**config.mk**
```make
export PLATFORM = sky130hd
export DESIGN_NAME = xcvr_pwr_mode_ctrl
export DESIGN_NICKNAME = d
export VERILOG_FILES = /design/src/rtl/xpm_pkg.sv /design/src/rtl/xpm_sync.sv /design/src/rtl/xpm_uv_monitor.sv /design/src/rtl/xpm_mode_fsm.sv /design/src/rtl/xpm_drive_reg.sv /design/src/rtl/xcvr_pwr_mode_ctrl.sv
export SDC_FILE = /design/constraint.sdc
export NUM_CORES = 1
export LEC_CHECK = 0
export CAP_MARGIN = 20
export CORE_MARGIN = 2
export CORE_UTILIZATION = 45
export CTS_BUF_LIST = sky130_fd_sc_hd__clkbuf_8
export CTS_CLUSTER_DIAMETER = 120
export DETAILED_ROUTE_END_ITERATION = 10
export GPL_TIMING_DRIVEN = 0
export PLACE_DENSITY = 0.67
export SLEW_MARGIN = 20
export SYNTH_ARGS = -nofsm -noshare
export SYNTH_HDL_FRONTEND = slang
export SYNTH_SLANG_ARGS = --single-unit
```
**constraint.sdc**
```tcl
create_clock -name clk -period 3.8 [get_ports clk]
set_input_delay 0.38 -clock clk [delete_from_list [all_inputs] [get_ports clk]]
set_output_delay 0.38 -clock clk [all_outputs]
set_load 0.02 [all_outputs]
```
**src/rtl/xpm_pkg.sv**
```systemverilog
package xpm_pkg;
  typedef enum logic [2:0] {
    XM_NORMAL  = 3'd0,
    XM_LISTEN  = 3'd1,
    XM_STANDBY = 3'd2,
    XM_GTS     = 3'd3,
    XM_SLEEP   = 3'd4
  } xm_mode_e;

  typedef struct packed {
    logic tx_en;
    logic bias_mid;
    logic split_en;
    logic inh_en;
  } xm_drive_t;

  // Analog control pattern for each mode
  function automatic xm_drive_t drive_of(xm_mode_e m);
    xm_drive_t d;
    d.tx_en    = (m == XM_NORMAL);
    d.bias_mid = (m == XM_NORMAL) || (m == XM_LISTEN);
    d.split_en = (m == XM_NORMAL) || (m == XM_LISTEN);
    d.inh_en   = (m != XM_SLEEP);
    return d;
  endfunction
endpackage

```
**src/rtl/xpm_sync.sv**
```systemverilog
module xpm_sync #(
  parameter int          WIDTH   = 5,
  parameter int          STAGES  = 2,
  parameter logic [WIDTH-1:0] RST_VAL = '0
) (
  input  logic             clk,
  input  logic             rst,
  input  logic [WIDTH-1:0] d_i,
  output logic [WIDTH-1:0] q_o
);
  logic [STAGES-1:0][WIDTH-1:0] chain_q;

  always_ff @(posedge clk) begin
    if (rst) begin
      for (int i = 0; i < STAGES; i++) chain_q[i] <= RST_VAL;
    end else begin
      chain_q[0] <= d_i;
      for (int i = 1; i < STAGES; i++) chain_q[i] <= chain_q[i-1];
    end
  end

  assign q_o = chain_q[STAGES-1];
endmodule

```
**src/rtl/xpm_uv_monitor.sv**
```systemverilog
module xpm_uv_monitor #(
  parameter int DET_CYC = 64,
  parameter int REC_CYC = 16
) (
  input  logic clk,
  input  logic rst,
  input  logic vcc_ok_s,
  input  logic vio_ok_s,
  input  logic stb_n_s,
  input  logic wake_flag,
  input  logic pwon_flag,
  output logic uv_flag
);
  localparam int DW = $clog2(DET_CYC + 1);
  localparam int RW = $clog2(REC_CYC + 1);
  localparam logic [DW-1:0] DET_LAST = DW'(DET_CYC - 1);
  localparam logic [RW-1:0] REC_LAST = RW'(REC_CYC - 1);

  logic [DW-1:0] det_cnt;
  logic [RW-1:0] rec_cnt;
  logic          stb_prev, wake_prev, pwon_prev;
  logic          clr_evt, rail_bad;

  assign rail_bad = !vcc_ok_s || !vio_ok_s;
  assign clr_evt  = (stb_n_s && !stb_prev) || (wake_flag && !wake_prev) ||
                    (pwon_flag && !pwon_prev);

  always_ff @(posedge clk) begin
    if (rst) begin
      stb_prev  <= 1'b0;
      wake_prev <= 1'b0;
      pwon_prev <= 1'b0;
    end else begin
      stb_prev  <= stb_n_s;
      wake_prev <= wake_flag;
      pwon_prev <= pwon_flag;
    end
  end

  always_ff @(posedge clk) begin
    if (rst) begin
      uv_flag <= 1'b0;
      det_cnt <= '0;
      rec_cnt <= '0;
    end else if (clr_evt) begin
      uv_flag <= 1'b0;
      det_cnt <= '0;
      rec_cnt <= '0;
    end else if (!uv_flag) begin
      rec_cnt <= '0;
      if (!rail_bad) begin
        det_cnt <= '0;
      end else if (det_cnt == DET_LAST) begin
        uv_flag <= 1'b1;
        det_cnt <= '0;
      end else begin
        det_cnt <= det_cnt + 1'b1;
      end
    end else begin
      det_cnt <= '0;
      if (rail_bad) begin
        rec_cnt <= '0;
      end else if (rec_cnt == REC_LAST) begin
        uv_flag <= 1'b0;
        rec_cnt <= '0;
      end else begin
        rec_cnt <= rec_cnt + 1'b1;
      end
    end
  end
endmodule

```
**src/rtl/xpm_mode_fsm.sv**
```systemverilog
module xpm_mode_fsm
  import xpm_pkg::*;
#(
  parameter int HOLD_CYC = 8
) (
  input  logic     clk,
  input  logic     rst,
  input  logic     stb_n_s,
  input  logic     en_s,
  input  logic     vbat_uv_s,
  input  logic     uv_flag,
  input  logic     wake_flag,
  output xm_mode_e mode_q,
  output xm_mode_e mode_nxt
);
  localparam int HW = $clog2(HOLD_CYC + 1);
  localparam logic [HW-1:0] HOLD_LAST = HW'(HOLD_CYC - 1);

  logic [HW-1:0] hold_cnt;
  logic          hold_done;

  assign hold_done = (mode_q == XM_GTS) && (hold_cnt == HOLD_LAST);

  always_comb begin
    if (uv_flag) begin
      mode_nxt = XM_SLEEP;
    end else if (stb_n_s) begin
      if (vbat_uv_s)   mode_nxt = XM_STANDBY;
      else if (en_s)   mode_nxt = XM_NORMAL;
      else             mode_nxt = XM_LISTEN;
    end else if (mode_q == XM_SLEEP) begin
      mode_nxt = wake_flag ? XM_STANDBY : XM_SLEEP;
    end else if (wake_flag || !en_s) begin
      mode_nxt = XM_STANDBY;
    end else begin
      mode_nxt = hold_done ? XM_SLEEP : XM_GTS;
    end
  end

  always_ff @(posedge clk) begin
    if (rst) begin
      mode_q   <= XM_STANDBY;
      hold_cnt <= '0;
    end else begin
      mode_q <= mode_nxt;
      if (mode_q == XM_GTS && mode_nxt == XM_GTS) hold_cnt <= hold_cnt + 1'b1;
      else                                          hold_cnt <= '0;
    end
  end
endmodule

```
**src/rtl/xpm_drive_reg.sv**
```systemverilog
module xpm_drive_reg
  import xpm_pkg::*;
(
  input  logic      clk,
  input  logic      rst,
  input  xm_mode_e  mode_nxt,
  output xm_drive_t drive_q
);
  always_ff @(posedge clk) begin
    if (rst) drive_q <= drive_of(XM_STANDBY);
    else     drive_q <= drive_of(mode_nxt);
  end
endmodule

```
**src/rtl/xcvr_pwr_mode_ctrl.sv**
```systemverilog
module xcvr_pwr_mode_ctrl
  import xpm_pkg::*;
#(
  parameter int SYNC_STAGES = 2,
  parameter int DET_CYC     = 64,
  parameter int REC_CYC     = 16,
  parameter int HOLD_CYC    = 8
) (
  input  logic       clk,
  input  logic       rst,
  input  logic       stb_n_i,
  input  logic       en_i,
  input  logic       vcc_ok_i,
  input  logic       vio_ok_i,
  input  logic       vbat_uv_i,
  input  logic       wake_flag_i,
  input  logic       pwon_flag_i,
  output logic [2:0] mode_o,
  output logic       tx_en_o,
  output logic       bias_mid_o,
  output logic       split_en_o,
  output logic       inh_en_o,
  output logic       uv_flag_o
);
  localparam int NSYNC = 5;
  // bit order: {vbat_uv, vio_ok, vcc_ok, en, stb_n}; rails idle as good
  localparam logic [NSYNC-1:0] SYNC_RST = 5'b01100;

  logic [NSYNC-1:0] raw_in, syn;
  xm_mode_e         mode_q, mode_nxt;
  xm_drive_t        drive_q;
  logic             uv_flag;

  assign raw_in = {vbat_uv_i, vio_ok_i, vcc_ok_i, en_i, stb_n_i};

  xpm_sync #(.WIDTH(NSYNC), .STAGES(SYNC_STAGES), .RST_VAL(SYNC_RST)) u_sync (
    .clk(clk), .rst(rst), .d_i(raw_in), .q_o(syn)
  );

  xpm_uv_monitor #(.DET_CYC(DET_CYC), .REC_CYC(REC_CYC)) u_uv (
    .clk(clk), .rst(rst), .vcc_ok_s(syn[2]), .vio_ok_s(syn[3]),
    .stb_n_s(syn[0]), .wake_flag(wake_flag_i), .pwon_flag(pwon_flag_i),
    .uv_flag(uv_flag)
  );

  xpm_mode_fsm #(.HOLD_CYC(HOLD_CYC)) u_fsm (
    .clk(clk), .rst(rst), .stb_n_s(syn[0]), .en_s(syn[1]),
    .vbat_uv_s(syn[4]), .uv_flag(uv_flag), .wake_flag(wake_flag_i),
    .mode_q(mode_q), .mode_nxt(mode_nxt)
  );

  xpm_drive_reg u_drv (
    .clk(clk), .rst(rst), .mode_nxt(mode_nxt), .drive_q(drive_q)
  );

  assign mode_o     = mode_q;
  assign tx_en_o    = drive_q.tx_en;
  assign bias_mid_o = drive_q.bias_mid;
  assign split_en_o = drive_q.split_en;
  assign inh_en_o   = drive_q.inh_en;
  assign uv_flag_o  = uv_flag;
endmodule

```
==> results.json, run 1 <==
{
  "floorplan.initialDensity_pct": 47.1,
  "whs_ps": 412,
  "cts_made_buffers": 5,
  "cp-start-kind": "flop",
  "fp.dieH_um": 57.5,
  "cts_tree": "done",
  "final_common_cell": "dfxtp_1",
  "setup_tns_ps": 0,
  "min_path_cells": 1,
  "clock_path_buffers": 2,
  "min_period_ps": 1800,
  "h-tree-depth": 2,
  "grt_pass1_wl_mm": 3.61,
  "finalClockSkew_ps": 3.09,
  "max_stage_delay_ps": 660,
  "grt_overflow": 0,
  "min_from": "u_sync.chain_q[3]",
  "synth_nets": 137,
  "postRouteAntennaNets": 0,
  "worst-path-buf-inv": 1,
  "clkLatencyLatePin_ps": 280,
  "drc_errors": 0,
  "dp_hpwl_mm": 1.55,
  "critical_path_class": "flop to primary output",
  "root_buffer": "clkbuf_8",
  "peakVddDrop_mv": 0.417,
  "multi_input_area_um2": 537,
  "port_buffers": 16,
  "gp_congestion": 0.758,
  "die_area_um2": 3310,
  "post_cts_resize_count": 0,
  "place_ws_ps": 1920,
  "diodes": 0,
  "critical_path.slowest_cell": "clkdlybuf4s50_1",
  "path_delay_family": "buffers and inverters",
  "fin_crit_sh_pct": 47.3,
  "wirelength_mm": 2.03,
  "layout_common_cells": "dfxtp_1, nor2_1, clkdlybuf4s50_1, nor2b_1, nand3_1",
  "synth_top_area_share_pct": 56.0,
  "power_density_nw_per_um2": 461,
  "ys_types": 30,
  "final_core_utilization_pct": 58.3,
  "yosysWarnings": 0,
  "r2r-start": "u_uv.rec_cnt[0]",
  "core_um2": 2730,
  "clock-sinks": 36,
  "drv_cap": 0,
  "fill_cells": 259,
  "report.final.setup_viol": 0,
  "reg2reg_depth": 6,
  "cts_setup_buffers": 0,
  "drt-initial-drc-count": 30,
  "vias_per_cell": 4.91,
  "grt_use_met3_pct": 6.35,
  "fmax_mhz": 557,
  "layout.cells.non_filler": 179,
  "hold_class": "flop to flop",
  "first_pass_iters": 4,
  "rsz0062_at_grt": "no",
  "grt_use_met2_pct": 25.2,
  "slew_headroom_pct": 72.7,
  "fin_ws_ps": 2000,
  "clkTransAtPathRegs_ps": 70,
  "critical_path.cell_chain": "clkdlybuf4s50_1",
  "routedWlPerCell_um": 11.3,
  "yosysSeqAreaShare_pct": 56.0,
  "cp.depth": 1,
  "slew_viol_final": 0,
  "synth_cells": 124,
  "layout-drive-gt1-share_pct": 7.43,
  "required_ps": 3420,
  "grt_pass1_vias": 898,
  "cp_max_fo": 9,
  "avgSynthCellArea_um2": 10.4,
  "grt_use_total_pct": 15.1,
  "hold_violations": 0,
  "vias": 878,
  "syn-cell-area_um2": 1290,
  "regArea_um2": 721,
  "grtUsageMet1_pct": 14.5,
  "grt_max_degree": 12,
  "crit_start": "u_uv.uv_flag",
  "regToRegSetupSlack_ps": 2350,
  "place_inst": 171,
  "synth_area_leader_cell": "dfxtp_1",
  "cp-end-kind": "primary output",
  "grt.busiest_layer": "met2",
  "yosys-top-cells-area": "dfxtp_1, nor2b_1, nor2_1",
  "arrival_ps": 1420,
  "ys_ff_latch": 36,
  "nNetsFinal": 160,
  "holdBufCountCts": 0,
  "outcome": "completed",
  "area_growth_pct": 23.8,
  "grt_antenna_before_repair": 0,
  "ios": 17,
  "die_w_um": 57.5,
  "rows": 19,
  "worstMarginPinSlew_ps": 408,
  "leakagePower_nw": 0.609
}
[area by class of cell]
type                            instances  area share, %
Sequential cell                        36           45.2
Multi-Input combinational cell         81           33.7
Timing Repair Buffer                   16           10.0
Clock buffer                            5           4.32
Clock inverter                          3           2.43
Tap cell                               31           2.43
Inverter                                5           1.18
Buffer                                  2          0.706
[cells in the mapped netlist, drive strengths merged]
library cell	count
or2	6
a21o	1
a21oi	3
o311a	1
a2111oi	2
nor2	19
or3	1
ha	4
nand2b	1
and3	2
xnor2	3
o2111a	1
nand3b	1
o22ai	1
nand4	1
nand2	2
dfxtp	36
inv	5
buf	1
nor3	1
nor4b	1
clkbuf	1
xor2	5
nand3	8
nor2b	13
and2	1
nor3b	3
[path summary, 6_finish.rpt]
| check | to |
|---|---|
| min | u_sync.q_o[3] |
| min reg2reg | u_sync.q_o[3] |
| max | uv_flag_o |
| max reg2reg | u_uv.rec_cnt[2] |
[layer usage]
| metal | wire length [µm] | vias to the layer above |
|---|---|---|
| met5 | 0 | - |
| met4 | 80 | 0 |
| met3 | 79 | 8 |
| met2 | 1040 | 12 |
| met1 | 829 | 404 |
| li1 | - | 454 |
[cell families after synthesis]
| group | synth area share, % |
|---|---|
| buf+inv | 2.33 |
| simple gates | 25.7 |
| flops | 56.0 |
| xor+xnor | 5.44 |
| fa+ha+maj | 3.89 |
| compound gates | 6.71 |
[stage by stage]
stage | instance area (µm²) | power, mW
after floorplan | 1290 | 0.412
after global placement | 1490 | 0.428
after detailed placement | 1490 | 0.429
after CTS | 1590 | 0.747
after global routing | 1590 | 0.766
final | 1590 | 0.735
[sequential cells by signal, indices dropped and copies added (netlist names)]
name,cells
u_drv.drive_q,3
u_fsm.hold_cnt,4
u_fsm.mode_q,3
u_sync.chain_q,5
u_sync.q_o,5
u_uv.det_cnt,7
u_uv.pwon_prev,1
u_uv.rec_cnt,5
u_uv.stb_prev,1
u_uv.uv_flag,1
u_uv.wake_prev,1
[power by group]
part	internal, mW	switching, mW	leakage [nW]
Clock	0.192	0.123	0.0593
Combinational	0.0175	0.0134	0.257
Sequential	0.385	0.00380	0.293
No activity file was read; power rests on OpenSTA's default activity.
==> inputs of run 2 (changes only) <==
==> constraint.sdc (replaced) <==
create_clock -name clk -period 1.7 [get_ports clk]
set_input_delay 0.17 -clock clk [delete_from_list [all_inputs] [get_ports clk]]
set_output_delay 0.17 -clock clk [all_outputs]
set_load 0.02 [all_outputs]
==> results of run 2 <==
Same layout as run 1 (identical final DEF). Status: completed.
Among the figures that moved: setup slack after placement 1920 ps -> 29.9 ps; setup slack after layout 2000 ps -> 114 ps; register-to-register setup slack 2350 ps -> 250 ps; total power 0.735 mW -> 1.64 mW; worst IR drop on VDD 0.417 mV -> 0.931 mV
